### src/rtl/scan_ctl_pkg.sv
package scan_ctl_pkg;

    localparam int ADDR_W     = 5;
    localparam int DATA_W     = 8;
    localparam int NUM_CH     = 6;
    localparam int GAIN_W     = 9;
    localparam int OFS_W      = 8;
    localparam int DUMMY_BITS = 2;
    localparam int FRAME_BITS = 1 + ADDR_W + DUMMY_BITS + DATA_W;
    localparam int CNT_W      = $clog2(FRAME_BITS + 1);
    localparam int CH_W       = $clog2(NUM_CH);

    localparam logic [ADDR_W-1:0] ADR_SYS   = 5'h00;
    localparam logic [ADDR_W-1:0] ADR_AFE   = 5'h01;
    localparam logic [ADDR_W-1:0] ADR_GAIN0 = 5'h02;
    localparam logic [ADDR_W-1:0] ADR_OFS0  = 5'h0E;
    localparam logic [ADDR_W-1:0] ADR_RSV   = 5'h14;

    localparam logic [DATA_W-1:0] RST_SYS = 8'h07;
    localparam logic [DATA_W-1:0] RST_AFE = 8'h00;
    localparam logic [DATA_W-1:0] VAL_RSV = 8'h50;

    typedef enum logic [2:0] {
        K_SYS, K_AFE, K_GLO, K_GHI, K_OFS, K_RSV, K_NONE
    } addr_kind_t;

    typedef struct packed {
        logic              en;
        logic [ADDR_W-1:0] addr;
        logic [DATA_W-1:0] data;
    } wr_req_t;

    function automatic addr_kind_t classify(input logic [ADDR_W-1:0] a);
        addr_kind_t k;
        if (a == ADR_SYS)                                  k = K_SYS;
        else if (a == ADR_AFE)                             k = K_AFE;
        else if (a >= ADR_GAIN0 && a < ADR_OFS0)           k = a[0] ? K_GHI : K_GLO;
        else if (a >= ADR_OFS0 && a < ADR_OFS0 + NUM_CH)   k = K_OFS;
        else if (a == ADR_RSV)                             k = K_RSV;
        else                                               k = K_NONE;
        return k;
    endfunction

    function automatic logic [CH_W-1:0] gain_chan(input logic [ADDR_W-1:0] a);
        logic [ADDR_W-1:0] d;
        d = a - ADR_GAIN0;
        return d[CH_W:1];
    endfunction

    function automatic logic [CH_W-1:0] ofs_chan(input logic [ADDR_W-1:0] a);
        logic [ADDR_W-1:0] d;
        d = a - ADR_OFS0;
        return d[CH_W-1:0];
    endfunction

endpackage

### src/rtl/scan_ctl_sync.sv
module scan_ctl_sync #(
    parameter int              W      = 3,
    parameter int              STAGES = 2,
    parameter logic [W-1:0]    RST_V  = '0
) (
    input  logic         clk,
    input  logic         rst,
    input  logic [W-1:0] d,
    output logic [W-1:0] q
);
    logic [W-1:0] chain [STAGES];

    generate
        for (genvar s = 0; s < STAGES; s++) begin : g_stage
            always_ff @(posedge clk) begin
                if (rst)        chain[s] <= RST_V;
                else if (s == 0) chain[s] <= d;
                else            chain[s] <= chain[(s == 0) ? 0 : s-1];
            end
        end
    endgenerate

    assign q = chain[STAGES-1];
endmodule

### src/rtl/scan_ctl_frame.sv
module scan_ctl_frame
    import scan_ctl_pkg::*;
(
    input  logic                  clk,
    input  logic                  rst,
    input  logic                  sck_s,
    input  logic                  cs_n_s,
    input  logic                  sdi_s,
    input  logic [DATA_W-1:0]     rd_byte,
    output logic [ADDR_W-1:0]     cur_addr,
    output wr_req_t               wr,
    output logic                  sdo,
    output logic                  sdo_en,
    output logic                  sck_fall,
    output logic [CNT_W-1:0]      bit_cnt
);
    localparam logic [CNT_W-1:0] LAST_HDR = CNT_W'(1 + ADDR_W + DUMMY_BITS);
    localparam logic [CNT_W-1:0] LAST_BIT = CNT_W'(FRAME_BITS - 1);
    localparam logic [CNT_W-1:0] FULL     = CNT_W'(FRAME_BITS);

    logic              sck_prev;
    logic              sck_rise;
    logic              is_read;
    logic [DATA_W-2:0] data_sh;
    logic [DATA_W-2:0] out_sh;
    logic              active;

    assign sck_rise = sck_s & ~sck_prev;
    assign sck_fall = ~sck_s & sck_prev;
    assign active   = ~cs_n_s;

    always_ff @(posedge clk) begin
        if (rst) sck_prev <= 1'b0;
        else     sck_prev <= sck_s;
    end

    // Header and data capture on rising serial edges.
    always_ff @(posedge clk) begin
        if (rst || !active) begin
            bit_cnt  <= '0;
            is_read  <= 1'b0;
            cur_addr <= '0;
            data_sh  <= '0;
        end else if (sck_rise && bit_cnt < FULL) begin
            bit_cnt <= bit_cnt + 1'b1;
            if (bit_cnt == '0)
                is_read <= sdi_s;
            else if (bit_cnt <= CNT_W'(ADDR_W))
                cur_addr <= {cur_addr[ADDR_W-2:0], sdi_s};
            else if (bit_cnt >= LAST_HDR)
                data_sh <= {data_sh[DATA_W-3:0], sdi_s};
        end
    end

    // Write request: one clock pulse on the last data bit of a write frame.
    always_ff @(posedge clk) begin
        if (rst) begin
            wr <= '0;
        end else begin
            wr.en   <= active && sck_rise && bit_cnt == LAST_BIT && !is_read;
            wr.addr <= cur_addr;
            wr.data <= {data_sh, sdi_s};
        end
    end

    // Read shifter: launches on falling serial edges.
    always_ff @(posedge clk) begin
        if (rst) begin
            sdo_en <= 1'b0;
            sdo    <= 1'b0;
            out_sh <= '0;
        end else if (!active) begin
            sdo_en <= 1'b0;
        end else if (sck_fall) begin
            if (is_read && !sdo_en && bit_cnt == LAST_HDR) begin
                sdo_en <= 1'b1;
                sdo    <= rd_byte[DATA_W-1];
                out_sh <= rd_byte[DATA_W-2:0];
            end else if (sdo_en && bit_cnt > LAST_HDR && bit_cnt < FULL) begin
                sdo    <= out_sh[DATA_W-2];
                out_sh <= {out_sh[DATA_W-3:0], 1'b0};
            end
        end
    end
endmodule

### src/rtl/scan_ctl_regs.sv
module scan_ctl_regs
    import scan_ctl_pkg::*;
(
    input  logic                     clk,
    input  logic                     rst,
    input  wr_req_t                  wr,
    input  logic [ADDR_W-1:0]        rd_addr,
    output logic [DATA_W-1:0]        rd_byte,
    output logic [DATA_W-1:0]        sys_reg,
    output logic [DATA_W-1:0]        afe_reg,
    output logic [NUM_CH*GAIN_W-1:0] gain_word,
    output logic [NUM_CH*OFS_W-1:0]  offset_word
);
    addr_kind_t      wkind;
    logic [CH_W-1:0] wgch;
    logic [CH_W-1:0] woch;

    logic [DATA_W-1:0] lo_arr  [NUM_CH];
    logic              hi_arr  [NUM_CH];
    logic [OFS_W-1:0]  ofs_arr [NUM_CH];

    assign wkind = classify(wr.addr);
    assign wgch  = gain_chan(wr.addr);
    assign woch  = ofs_chan(wr.addr);

    always_ff @(posedge clk) begin
        if (rst) begin
            sys_reg <= RST_SYS;
            afe_reg <= RST_AFE;
        end else if (wr.en) begin
            if (wkind == K_SYS) sys_reg <= wr.data;
            if (wkind == K_AFE) afe_reg <= wr.data;
        end
    end

    generate
        for (genvar c = 0; c < NUM_CH; c++) begin : g_ch
            logic [DATA_W-1:0] lo;
            logic              hi;
            logic [OFS_W-1:0]  ofs;

            always_ff @(posedge clk) begin
                if (rst) begin
                    lo  <= '0;
                    hi  <= 1'b0;
                    ofs <= '0;
                end else if (wr.en) begin
                    if (wkind == K_GLO && wgch == CH_W'(c)) lo  <= wr.data;
                    if (wkind == K_GHI && wgch == CH_W'(c)) hi  <= wr.data[0];
                    if (wkind == K_OFS && woch == CH_W'(c)) ofs <= wr.data;
                end
            end

            assign lo_arr[c]  = lo;
            assign hi_arr[c]  = hi;
            assign ofs_arr[c] = ofs;
            assign gain_word[c*GAIN_W +: GAIN_W] = {hi, lo};
            assign offset_word[c*OFS_W +: OFS_W] = ofs;
        end
    endgenerate

    always_comb begin
        rd_byte = '0;
        unique case (classify(rd_addr))
            K_SYS:  rd_byte = sys_reg;
            K_AFE:  rd_byte = afe_reg;
            K_GLO:  rd_byte = lo_arr[gain_chan(rd_addr)];
            K_GHI:  rd_byte = {{(DATA_W-1){1'b0}}, hi_arr[gain_chan(rd_addr)]};
            K_OFS:  rd_byte = ofs_arr[ofs_chan(rd_addr)];
            K_RSV:  rd_byte = VAL_RSV;
            default: rd_byte = '0;
        endcase
    end
endmodule

### src/rtl/scan_ctl_port.sv
module scan_ctl_port
    import scan_ctl_pkg::*;
#(
    parameter int SYNC_STAGES = 2
) (
    input  logic        clk,
    input  logic        rst,
    input  logic        sck,
    input  logic        cs_n,
    input  logic        sdi,
    output logic        sdo,
    output logic        sdo_en,
    output logic        pwr_on,
    output logic        fe1_on,
    output logic        fe2_on,
    output logic        rate_hi,
    output logic [1:0]  out_fmt,
    output logic        ref_low,
    output logic        clamp_dac_on,
    output logic        clamp_range,
    output logic        clamp_on,
    output logic [3:0]  clamp_level,
    output logic [53:0] gain_word,
    output logic [47:0] offset_word
);
    logic [2:0]        pins_s;
    logic              sck_s, cs_n_s, sdi_s;
    logic [ADDR_W-1:0] cur_addr;
    logic [DATA_W-1:0] rd_byte;
    logic [DATA_W-1:0] sys_reg, afe_reg;
    wr_req_t           wr;
    logic              sck_fall;
    logic [CNT_W-1:0]  bit_cnt;

    scan_ctl_sync #(.W(3), .STAGES(SYNC_STAGES), .RST_V(3'b010)) u_sync (
        .clk (clk),
        .rst (rst),
        .d   ({sck, cs_n, sdi}),
        .q   (pins_s)
    );
    assign {sck_s, cs_n_s, sdi_s} = pins_s;

    scan_ctl_frame u_frame (
        .clk      (clk),
        .rst      (rst),
        .sck_s    (sck_s),
        .cs_n_s   (cs_n_s),
        .sdi_s    (sdi_s),
        .rd_byte  (rd_byte),
        .cur_addr (cur_addr),
        .wr       (wr),
        .sdo      (sdo),
        .sdo_en   (sdo_en),
        .sck_fall (sck_fall),
        .bit_cnt  (bit_cnt)
    );

    scan_ctl_regs u_regs (
        .clk         (clk),
        .rst         (rst),
        .wr          (wr),
        .rd_addr     (cur_addr),
        .rd_byte     (rd_byte),
        .sys_reg     (sys_reg),
        .afe_reg     (afe_reg),
        .gain_word   (gain_word),
        .offset_word (offset_word)
    );

    assign pwr_on       = sys_reg[0];
    assign fe1_on       = sys_reg[1];
    assign fe2_on       = sys_reg[2];
    assign rate_hi      = sys_reg[3];
    assign out_fmt      = sys_reg[7:6];
    assign ref_low      = afe_reg[0];
    assign clamp_dac_on = afe_reg[1];
    assign clamp_range  = afe_reg[2];
    assign clamp_on     = afe_reg[3];
    assign clamp_level  = afe_reg[7:4];
endmodule

### config.mk
export PLATFORM = sky130hd
export DESIGN_NAME = scan_ctl_port
export DESIGN_NICKNAME = d
export VERILOG_FILES = /design/src/rtl/scan_ctl_pkg.sv /design/src/rtl/scan_ctl_sync.sv /design/src/rtl/scan_ctl_frame.sv /design/src/rtl/scan_ctl_regs.sv /design/src/rtl/scan_ctl_port.sv
export SDC_FILE = /design/constraint.sdc
export NUM_CORES = 1
export LEC_CHECK = 0
export BUFFER_PORTS_ARGS = -buffer_cell sky130_fd_sc_hd__buf_2
export CORE_MARGIN = 2
export CORE_UTILIZATION = 58
export CTS_CLUSTER_SIZE = 25
export DETAILED_ROUTE_END_ITERATION = 8
export MAX_ROUTING_LAYER = met4
export PLACE_DENSITY = 0.9
export SETUP_SLACK_MARGIN = 0.2
export SLEW_MARGIN = 10
export SYNTH_ARGS = -nofsm -noshare
export SYNTH_HDL_FRONTEND = slang
export SYNTH_SLANG_ARGS = --single-unit
### constraint.sdc
create_clock -name clk -period 7.7 [get_ports clk]
set_clock_uncertainty 0.2 [all_clocks]
set_input_delay 0.385 -clock clk [delete_from_list [all_inputs] [get_ports clk]]
set_output_delay 0.385 -clock clk [all_outputs]
set_load 0.02 [all_outputs]
==> impl_metrics.json <==
{
  "clock_latency_ns": 0.44,
  "ys_warn_count": 0,
  "max_freq_mhz": 274,
  "setup_viol": 0,
  "final_cells": 1028,
  "antenna_cells": 0,
  "period_share_pct": 47.3,
  "drt_first_pass_iters": 6,
  "drive_above_1_share_pct": 21.8,
  "cts_max_level": 4,
  "io_pins": 123,
  "cts_buffers": 17,
  "final_area_sq_mm": 0.00867,
  "drtIter0Drc": 586,
  "grtUsageMet2_pct": 46.6,
  "powerDensity_mw_per_mm2": 201,
  "dieArea_sq_mm": 0.0138,
  "grt_overflow_total": 0,
  "critPathMaxStageDelay_ns": 0.96,
  "synth_ff_type": "dfxtp_1",
  "synthArstFlopShare_pct": 0,
  "slew_headroom_pct": 21.0,
  "slew_viol_final": 0,
  "vias_per_cell": 5.90,
  "avgRoutedWirePerCell_um": 20.5,
  "synth_edf_count": 0,
  "grt_pass1_vias": 5667,
  "place.gp.congestion": 0.943,
  "synthTopCellsByArea": "dfxtp_1 44%, mux2i_1 20%, nor2_1 7.3%",
  "cts_tree": "yes",
  "grt_max_degree": 91,
  "die_h_um": 118,
  "antenna_found_initial": 0,
  "use_met3_pct": 5.57,
  "die_x_um": 118,
  "synthesis.area_sq_mm": 0.00749,
  "portBuffers": 122,
  "crit_chain": "inv_1 > ha_1 > clkinv_1 > nand2_1 > o311ai_0 > a2111oi_0 > o21ai_1",
  "status": "completed",
  "place_inst": 993,
  "crit_buf_inv": 2,
  "met1_usage_pct": 42.4,
  "grt_use_total_pct": 31.1,
  "dp_hpwl_um": 14100,
  "crit_required_ns": 7.81,
  "grt_pass1_wl_um": 32300,
  "seq_area_frac_synth_pct": 44.4,
  "start_util_pct": 59.4,
  "synth_cells": 761,
  "rsz0062_at_grt": "false",
  "fin_tns_setup_ns": 0,
  "hold_violations": 0,
  "vdd_ir_drop_max_mv": 0.187,
  "cp_slowest_cell": "dfxtp_2",
  "hold_path.class": "flop to flop",
  "ctsResizeCount": 0,
  "critPathMaxFanout": 36,
  "postCtsHoldBufs": 3,
  "ant_nets": 0,
  "top_regs": "u_regs.g_ch.lo: 48 flops, u_regs.g_ch.ofs: 48 flops, u_frame.wr: 14 flops",
  "yosysUniqueCellTypes": 61,
  "core_sq_mm": 0.0126,
  "syn_area_per_cell_sq_um": 9.84,
  "worst_pin_slew_ns": 1.18,
  "drc_errors": 0,
  "cp_top_family": "flip-flops",
  "period_needed_ns": 3.64,
  "synth_common_cells": "166 x dfxtp_1, 146 x mux2i_1, 146 x nor2_1",
  "yosysMostFrequentCell": "dfxtp_1",
  "cts-root-buf": "clkbuf_16",
  "max_cap_viol_count": 0,
  "critPathCaptureType": "flop",
  "dpl_cell_area_sq_mm": 0.00804,
  "drt_wl_total_um": 21000,
  "num_rows": 41,
  "cp-start-kind": "flop",
  "ys_ff_latch": 166,
  "area_growth_pct": 15.7,
  "dr_total_vias": 6070,
  "post_cts_buffers": 0,
  "yosys.area.top_type_share_pct": 44.4,
  "leakage_nw": 3.61,
  "grt-busiest-layer": "met2",
  "nets": 861,
  "cts.sinks": 166,
  "clkTransAtPathRegs_ns": 0.07,
  "critPathKind": "flop to flop",
  "crit_arrival_ns": 3.76,
  "synth_nets": 779,
  "synth_top_area_cell": "dfxtp_1",
  "clockBufferDepth": 2,
  "nFillCells": 945
}
per-layer routing:
layer / vias up / share of wire (%)
met4: 0 / 2.2
met1: 2949 / 43
li1: 2784 / -
met2: 298 / 47
met3: 39 / 8.6
met5: - / 0
power breakdown:
part           switching (mW)  total (mW)  internal, mW
Clock                   0.365       0.864         0.499
Sequential            0.00176       0.862         0.860
Combinational          0.0141      0.0182       0.00411
Total                   0.380        1.74          1.36
kinds of logic (layout without fill, tap and decap cells):
| logic type | Yosys count | after routing | share of synthesized area (%) |
|---|---|---|---|
| buffers and inverters | 86 | 181 | 5.18 |
| adders and majority gates | 13 | 13 | 2.17 |
| muxes | 164 | 164 | 24.6 |
| AOI/OAI and AO/OA | 68 | 68 | 6.38 |
| xor gates and xnor gates | 4 | 4 | 0.568 |
| DFF | 166 | 166 | 44.4 |
| and+or+nand+nor | 260 | 260 | 16.7 |
stage by stage:
step                      hold slack [ns]  total power [mW]  utilization, %  setup WS, ns
after floorplan                     0.189             0.894               -          4.51
after global placement              0.192             0.898            63.7          4.25
after detailed placement            0.204             0.898            63.7          4.14
after CTS                           0.217              1.75            68.7          4.07
after global routing                0.245              1.79            68.7          3.72
final                               0.217              1.74            68.7          4.06
cell usage in the layout (no fill, tap or decap), drive strengths merged, types with 5 or more instances in the layout:
cell type and count:
buf 124, o22ai 8, nand2b 5, mux4 16
and3 7, mux2i 146, dfxtp 166, nor2b 24
and2 10, nor2 146, o21ai 9, clkinv 8
nor4 5, clkbuf 19, nor3 8, nand2 26
a221oi 7, a21oi 13, inv 23, o221ai 5
o31ai 8, nand3 6, ha 13
final timing paths:
check / depth (start not counted) / startpoint / to / slack, ns
max: 7 / u_frame.cur_addr[1] / u_frame.out_sh[0] / 4.06
min: 1 / u_sync.chain[0][1] / u_sync.chain[1][1] / 0.22
max reg2reg: 7 / u_frame.cur_addr[1] / u_frame.out_sh[0] / 4.06
min reg2reg: 1 / u_sync.chain[0][1] / u_sync.chain[1][1] / 0.22
worst reg2reg max path: cells and delay by family (launching register included):
| family | cells | cell delay, ns |
|---|---|---|
| adder cells (fa/ha/maj) | 1 | 0.76 |
| flip-flops | 1 | 0.96 |
| AO/OA/AOI/OAI | 3 | 0.68 |
| AND/OR/NAND/NOR | 1 | 0.28 |
| buffers and inverters | 2 | 0.63 |
cell type report:
type / instances / area, sq um / share of cell area, %
Multi-Input combinational cell: 509 / 3790 / 43.7
Sequential cell: 166 / 3320 / 38.4
Timing Repair Buffer: 127 / 658 / 7.59
Clock buffer: 19 / 453 / 5.23
Tap cell: 172 / 215 / 2.48
Clock inverter: 13 / 148 / 1.70
Inverter: 22 / 82.6 / 0.953
Power figures use the tool's default switching activity.
